**config.mk**
```make
export PLATFORM = sky130hd
export DESIGN_NAME = ydiv_sat_unit
export DESIGN_NICKNAME = d
export VERILOG_FILES = /design/src/rtl/ydiv_pkg.sv /design/src/rtl/ydiv_prep.sv /design/src/rtl/ydiv_core.sv /design/src/rtl/ydiv_finish.sv /design/src/rtl/ydiv_sat_unit.sv
export SDC_FILE = /design/constraint.sdc
export NUM_CORES = 1
export LEC_CHECK = 0
export BUFFER_PORTS_ARGS = -buffer_cell sky130_fd_sc_hd__buf_2
export CAP_MARGIN = 20
export CORE_AREA = 2 2 154 156
export DETAILED_ROUTE_END_ITERATION = 10
export DIE_AREA = 0 0 156 158
export MAX_ROUTING_LAYER = met4
export PLACE_DENSITY_LB_ADDON = 0.25
export SLEW_MARGIN = 20
export SYNTH_ARGS = -nofsm -noshare
export SYNTH_HDL_FRONTEND = slang
export SYNTH_HIERARCHICAL = 1
export SYNTH_SLANG_ARGS = --single-unit
```
**constraint.sdc**
```tcl
create_clock -name clk -period 9.15 [get_ports clk]
set_clock_uncertainty 0.1 [all_clocks]
set_input_delay 0.4575 -clock clk [delete_from_list [all_inputs] [get_ports clk]]
set_output_delay 0.4575 -clock clk [all_outputs]
set_load 0.1 [all_outputs]
```
**src/rtl/ydiv_pkg.sv**
```systemverilog
package ydiv_pkg;
  // Context captured with a request and needed again at completion.
  typedef struct packed {
    logic sgn;   // signed mode
    logic neg;   // true quotient is negative
  } op_ctx_t;
endpackage

```
**src/rtl/ydiv_prep.sv**
```systemverilog
module ydiv_prep #(
  parameter int W = 32
) (
  input  logic           signed_mode,
  input  logic [W-1:0]   y_hi,
  input  logic [W-1:0]   opnd_lo,
  input  logic [W-1:0]   divisor,
  output logic [2*W-1:0] dvd_mag,
  output logic [W-1:0]   dvs_mag,
  output logic           quo_neg,
  output logic           dvs_zero
);
  localparam int DW = 2 * W;

  logic [DW-1:0] dvd_raw;
  logic          dvd_sign;
  logic          dvs_sign;

  assign dvd_raw  = {y_hi, opnd_lo};
  assign dvd_sign = signed_mode & dvd_raw[DW-1];
  assign dvs_sign = signed_mode & divisor[W-1];

  // The most-negative values map onto themselves, which is the
  // correct unsigned magnitude.
  assign dvd_mag  = dvd_sign ? (~dvd_raw + DW'(1)) : dvd_raw;
  assign dvs_mag  = dvs_sign ? (~divisor + W'(1)) : divisor;
  assign quo_neg  = dvd_sign ^ dvs_sign;
  assign dvs_zero = (divisor == '0);
endmodule

```
**src/rtl/ydiv_core.sv**
```systemverilog
module ydiv_core #(
  parameter int W = 32
) (
  input  logic           clk,
  input  logic           rst,
  input  logic           load,
  input  logic [2*W-1:0] dvd_in,
  input  logic [W-1:0]   dvs_in,
  output logic [2*W-1:0] quo,
  output logic           last
);
  localparam int DW = 2 * W;
  localparam int CW = $clog2(DW);
  localparam logic [CW-1:0] LAST_STEP = CW'(DW - 1);

  logic [W-1:0]  acc;      // partial remainder
  logic [DW-1:0] shreg;    // dividend bits out, quotient bits in
  logic [W-1:0]  dvs_r;
  logic [CW-1:0] step;
  logic          run;

  logic [W:0]    trial;
  logic [W+1:0]  diff;
  logic          fits;

  assign trial = {acc, shreg[DW-1]};
  assign diff  = {1'b0, trial} - {2'b00, dvs_r};
  assign fits  = ~diff[W+1];
  assign quo   = shreg;

  always_ff @(posedge clk) begin
    if (rst) begin
      acc   <= '0;
      shreg <= '0;
      dvs_r <= '0;
      step  <= '0;
      run   <= 1'b0;
      last  <= 1'b0;
    end else begin
      last <= 1'b0;
      if (load) begin
        acc   <= '0;
        shreg <= dvd_in;
        dvs_r <= dvs_in;
        step  <= '0;
        run   <= 1'b1;
      end else if (run) begin
        acc   <= fits ? diff[W-1:0] : trial[W-1:0];
        shreg <= {shreg[DW-2:0], fits};
        step  <= step + CW'(1);
        if (step == LAST_STEP) begin
          run  <= 1'b0;
          last <= 1'b1;
        end
      end
    end
  end

  // Restoring division keeps the partial remainder below the divisor.
  p_rem_bound_r1: assert property (@(posedge clk) disable iff (rst)
    run |-> (acc < dvs_r));
endmodule

```
**src/rtl/ydiv_finish.sv**
```systemverilog
module ydiv_finish #(
  parameter int W = 32
) (
  input  logic [2*W-1:0] quo_mag,
  input  logic           sgn,
  input  logic           neg,
  output logic [2*W-1:0] res,
  output logic           ovf
);
  localparam int DW = 2 * W;
  localparam logic [DW-1:0] POS_LIM = (DW'(1) << (W - 1)) - DW'(1);
  localparam logic [DW-1:0] NEG_LIM = DW'(1) << (W - 1);
  localparam logic [W-1:0]  POS_MAX = {1'b0, {(W-1){1'b1}}};
  localparam logic [W-1:0]  NEG_MIN = {1'b1, {(W-1){1'b0}}};

  logic [W-1:0] low_signed;

  assign low_signed = neg ? (~quo_mag[W-1:0] + W'(1)) : quo_mag[W-1:0];

  always_comb begin
    if (!sgn) begin
      ovf = |quo_mag[DW-1:W];
      res = ovf ? '1 : {{W{1'b0}}, quo_mag[W-1:0]};
    end else begin
      ovf = neg ? (quo_mag > NEG_LIM) : (quo_mag > POS_LIM);
      res = ovf ? {{W{1'b1}}, (neg ? NEG_MIN : POS_MAX)}
                : {{W{1'b0}}, low_signed};
    end
  end
endmodule

```
**src/rtl/ydiv_sat_unit.sv**
```systemverilog
module ydiv_sat_unit #(
  parameter int W = 32
) (
  input  logic           clk,
  input  logic           rst,
  input  logic           start,
  input  logic           signed_mode,
  input  logic [W-1:0]   y_hi,
  input  logic [W-1:0]   opnd_lo,
  input  logic [W-1:0]   divisor,
  output logic           busy,
  output logic           done,
  output logic [2*W-1:0] result,
  output logic           overflow,
  output logic           dz_trap
);
  import ydiv_pkg::*;
  localparam int DW = 2 * W;

  logic [DW-1:0] dvd_mag;
  logic [W-1:0]  dvs_mag;
  logic          quo_neg;
  logic          dvs_zero;
  logic [DW-1:0] core_q;
  logic          core_last;
  logic [DW-1:0] fin_res;
  logic          fin_ovf;
  logic          accept;
  logic          run_go;
  op_ctx_t       ctx_q;

  assign accept = start & ~busy;
  assign run_go = accept & ~dvs_zero;

  ydiv_prep #(.W(W)) u_prep (
    .signed_mode (signed_mode),
    .y_hi        (y_hi),
    .opnd_lo     (opnd_lo),
    .divisor     (divisor),
    .dvd_mag     (dvd_mag),
    .dvs_mag     (dvs_mag),
    .quo_neg     (quo_neg),
    .dvs_zero    (dvs_zero)
  );

  ydiv_core #(.W(W)) u_core (
    .clk    (clk),
    .rst    (rst),
    .load   (run_go),
    .dvd_in (dvd_mag),
    .dvs_in (dvs_mag),
    .quo    (core_q),
    .last   (core_last)
  );

  ydiv_finish #(.W(W)) u_fin (
    .quo_mag (core_q),
    .sgn     (ctx_q.sgn),
    .neg     (ctx_q.neg),
    .res     (fin_res),
    .ovf     (fin_ovf)
  );

  always_ff @(posedge clk) begin
    if (rst) begin
      busy     <= 1'b0;
      done     <= 1'b0;
      result   <= '0;
      overflow <= 1'b0;
      dz_trap  <= 1'b0;
      ctx_q    <= '0;
    end else begin
      done <= 1'b0;
      if (accept && dvs_zero) begin
        done     <= 1'b1;
        dz_trap  <= 1'b1;
        overflow <= 1'b0;
        result   <= '0;
      end else if (run_go) begin
        busy  <= 1'b1;
        ctx_q <= '{sgn: signed_mode, neg: quo_neg};
      end else if (busy && core_last) begin
        busy     <= 1'b0;
        done     <= 1'b1;
        result   <= fin_res;
        overflow <= fin_ovf;
        dz_trap  <= 1'b0;
      end
    end
  end

  p_trap_clean_r2: assert property (@(posedge clk) disable iff (rst)
    dz_trap |-> (!overflow && result == '0));
  p_sat_upper_r5: assert property (@(posedge clk) disable iff (rst)
    overflow |-> (result[DW-1:W] == '1));
  p_plain_upper_r1: assert property (@(posedge clk) disable iff (rst)
    !overflow |-> (result[DW-1:W] == '0));
  p_done_idle_r7: assert property (@(posedge clk) disable iff (rst)
    done |-> !busy);
  p_hold_r8: assert property (@(posedge clk) disable iff (rst)
    busy |-> ($stable(result) && $stable(overflow) && $stable(dz_trap)));
endmodule

```
==> impl_metrics.yaml <==
clock_network:
  post-cts-setup-buffers: 0
  clk_latency_ns: 0.52
  path_clk_slew_ns: 0.06
  cts.sinks: 206
  hold_buffers: 0
  cts_tree: "done"
  cts_root_buffer: "clkbuf_16"
  clk_path_buf_depth: 3
  cts_resized: 0
  numCtsBuffers: 22
  htree_levels: 1
timing:
  max_slew.worst_pin.slew_ns: 1.04
  min_period_over_period: 0.444
  rsz0062_at_grt: "false"
  period_needed_ns: 4.07
  fmax_mhz: 246
  timing.hold.ws_ns: 0.132
  relSlewSlack: 0.308
  tns_ns: 0
  report.final.slew_viol_count: 0
  setup_viol: 0
  fin_ws_ns: 5.08
  hold_viol_final: 0
yosys:
  ys_seq_area_frac: 0.280
  synth_edf_count: 0
  avgSynthCellArea_um2: 7.93
  synth-main-ff-cell: "dfxtp_1"
  ys_types: 79
  synth_area_um2: 14700
  syn_nets: 1994
  async_reset_ff_frac: 0
  synth-seq-cells: 206
  ys_warn_count: 6
  synthCells: 1857
power_and_ir_drop:
  power_density_nw_per_um2: 165
  leakagePower_nw: 6.33
  peakVddDrop_mv: 0.115
  power_mw: 2.62
critical_path:
  path_cells: "buf_2, or4_1, nor4_1, nand3_1, nor4_1, nor3b_4, buf_4, or2_2, or4_1, nand3_1"
  arrival_ns: 4.41
  critical_path.top_delay_family: "simple AND/OR/NAND/NOR gates"
  cp-end-kind: "flop"
  crit_type: "in2reg"
  slowest_delay_ns: 0.64
  path_buf_inv: 2
  path_max_fanout: 43
  cp.required_ns: 9.49
  cp-start-kind: "primary input"
  crit_path_top_delay_cell: "nor4_1"
floorplan:
  ios: 168
  num_rows: 56
  start_util: 0.639
  coreArea_um2: 23100
  die_h_um: 158
  dieArea_um2: 24600
  dieWidth_um: 156
route:
  postRouteAntennaNets: 0
  first_pass_iters: 6
  vias: 13700
  dr.first_iter.drc_count: 1389
  drc: 0
  wirelength_um: 37800
  vias_per_cell: 6.21
  route.detailed.wl_per_inst_um: 17.2
final_layout:
  drive_gt1_frac: 0.186
  final_nets: 2031
  fillerInstances: 1867
  area_growth_pct: 7.78
placed_design:
  hpwl_um: 25800
  globalplace.congestion: 0.915
  place_ws_ns: 4.62
  port_buffers: 167
grt:
  grt_max_degree: 114
  antenna_found_initial: 8
  gr-total-overflow: 0
  first_global_vias: 12100
  grt.total_usage: 0.299
  grt_pass1_wl_um: 60100
outcome:
  status: "complete, no violations"
run:
  maxCapViolCount: 0
min_path:
  hold_class: "in2reg"
Yosys cell counts, drive strengths merged, types with 5 or more instances:
| cell | number | area [µm²] |
|---|---|---|
| dfxtp | 206 | 4120 |
| nand4 | 19 | 119 |
| a21bo | 66 | 661 |
| o21bai | 6 | 45.0 |
| xnor2 | 62 | 543 |
| clkbuf | 83 | 312 |
| and3 | 15 | 93.8 |
| ha | 36 | 450 |
| or4 | 17 | 150 |
| o31ai | 14 | 119 |
| a31oi | 48 | 300 |
| xor2 | 58 | 508 |
| nor3 | 44 | 225 |
| mux2i | 103 | 1030 |
| a311oi | 9 | 85.1 |
| o21ai | 75 | 387 |
| a31o | 5 | 52.6 |
| and4 | 5 | 43.8 |
| or3 | 14 | 87.6 |
| buf | 86 | 602 |
| inv | 59 | 221 |
| or2 | 8 | 50.1 |
| nand3 | 100 | 500 |
| a21oi | 172 | 876 |
| o41ai | 8 | 85.1 |
| nand2 | 93 | 349 |
| nand2b | 6 | 37.5 |
| nor4 | 31 | 213 |
| nor2 | 247 | 927 |
| a211oi | 78 | 851 |
| and2 | 12 | 75.1 |
| nand3b | 9 | 67.6 |
| a21o | 12 | 90.1 |
kinds of logic after synthesis:
family                     Yosys count  synth area share
and+or+nand+nor                    632             0.206
AOI/OAI and AO/OA                  530             0.263
buffers and inverters              229            0.0773
DFF                                206             0.280
xor gates and xnor gates           120            0.0713
muxes                              103            0.0700
adders and majority gates           37            0.0319
tightest hold or removal path, stage by stage:
cell and delay [ns]:
buf_2 0.10, mux2i_1 0.06, nor2_1 0.08
power by group:
part           internal [mW]  leakage (nW)  switching (mW)  total, mW
clock                  0.498         0.336           0.358      0.856
combinational          0.295          4.32           0.464      0.759
sequential             0.942          1.68          0.0619       1.00
cell usage in the layout, fill, tap and decap left out, drive strengths merged, types with 4 or more instances in the layout:
| master | n |
|---|---|
| xnor2 | 62 |
| a211o | 4 |
| inv | 59 |
| nand3 | 100 |
| a21o | 12 |
| clkbuf | 36 |
| a211oi | 78 |
| and2 | 12 |
| o31ai | 14 |
| or3 | 14 |
| nor3 | 44 |
| nor4 | 31 |
| ha | 36 |
| buf | 181 |
| and3 | 15 |
| o21ai | 75 |
| o41ai | 8 |
| nand4 | 19 |
| a31o | 5 |
| nand2 | 93 |
| mux2i | 103 |
| a31oi | 48 |
| nand3b | 9 |
| a21bo | 66 |
| diode | 8 |
| a311oi | 9 |
| a311o | 4 |
| o21bai | 6 |
| or4 | 17 |
| dfxtp | 206 |
| nand2b | 6 |
| a41o | 4 |
| nor2 | 247 |
| or2 | 8 |
| and4 | 5 |
| a21oi | 172 |
| xor2 | 58 |
| nor2b | 4 |
metal layers:
metal,vias up,global-route usage,wire length [µm]
met3,71,0.0408,2800
met2,518,0.467,17100
met1,6364,0.409,17200
met5,-,-,0
li1,6740,-,-
met4,0,0.0791,805
state kept, by name, summed over array words and instances, names as in the netlist, 2 cells and up:
| name | flops |
|---|---|
| result | 64 |
| u_core/quo | 64 |
| u_core/acc | 32 |
| u_core/dvs_r | 32 |
| u_core/step | 6 |
| ctx_q | 2 |
cell type report:
class	count	area, µm²	share of cell area
well taps	290	363	0.0229
repair buffers	182	952	0.0600
clock buffers	35	671	0.0422
diodes	8	20.0	0.00126
clock inverters	2	10.0	0.000630
multi-input cells	1422	9500	0.598
flip-flops and latches	206	4140	0.260
inverters	60	225	0.0142
stage by stage:
step	area, µm²	instances	util
6_report	15900	2205	0.689
3_5_place_dp	15200	2159	0.658
3_3_place_gp	15200	2159	0.658
2_1_floorplan	14700	1857	-
5_1_grt	15900	2205	0.689
4_1_cts	15900	2196	0.688
final timing paths:
kind / startpoint / to / slack [ns] / cells after the start
worst max-delay path: divisor[5] / u_core/acc[0] / 5.08 / 10
worst min-delay path: divisor[0] / u_core/dvs_r[0] / 0.13 / 3
worst max register to register: u_core/dvs_r[4] / u_core/acc[24] / 5.59 / 10
worst min register to register: u_core/acc[25] / u_core/acc[26] / 0.39 / 2
Power figures use the tool's default switching activity.
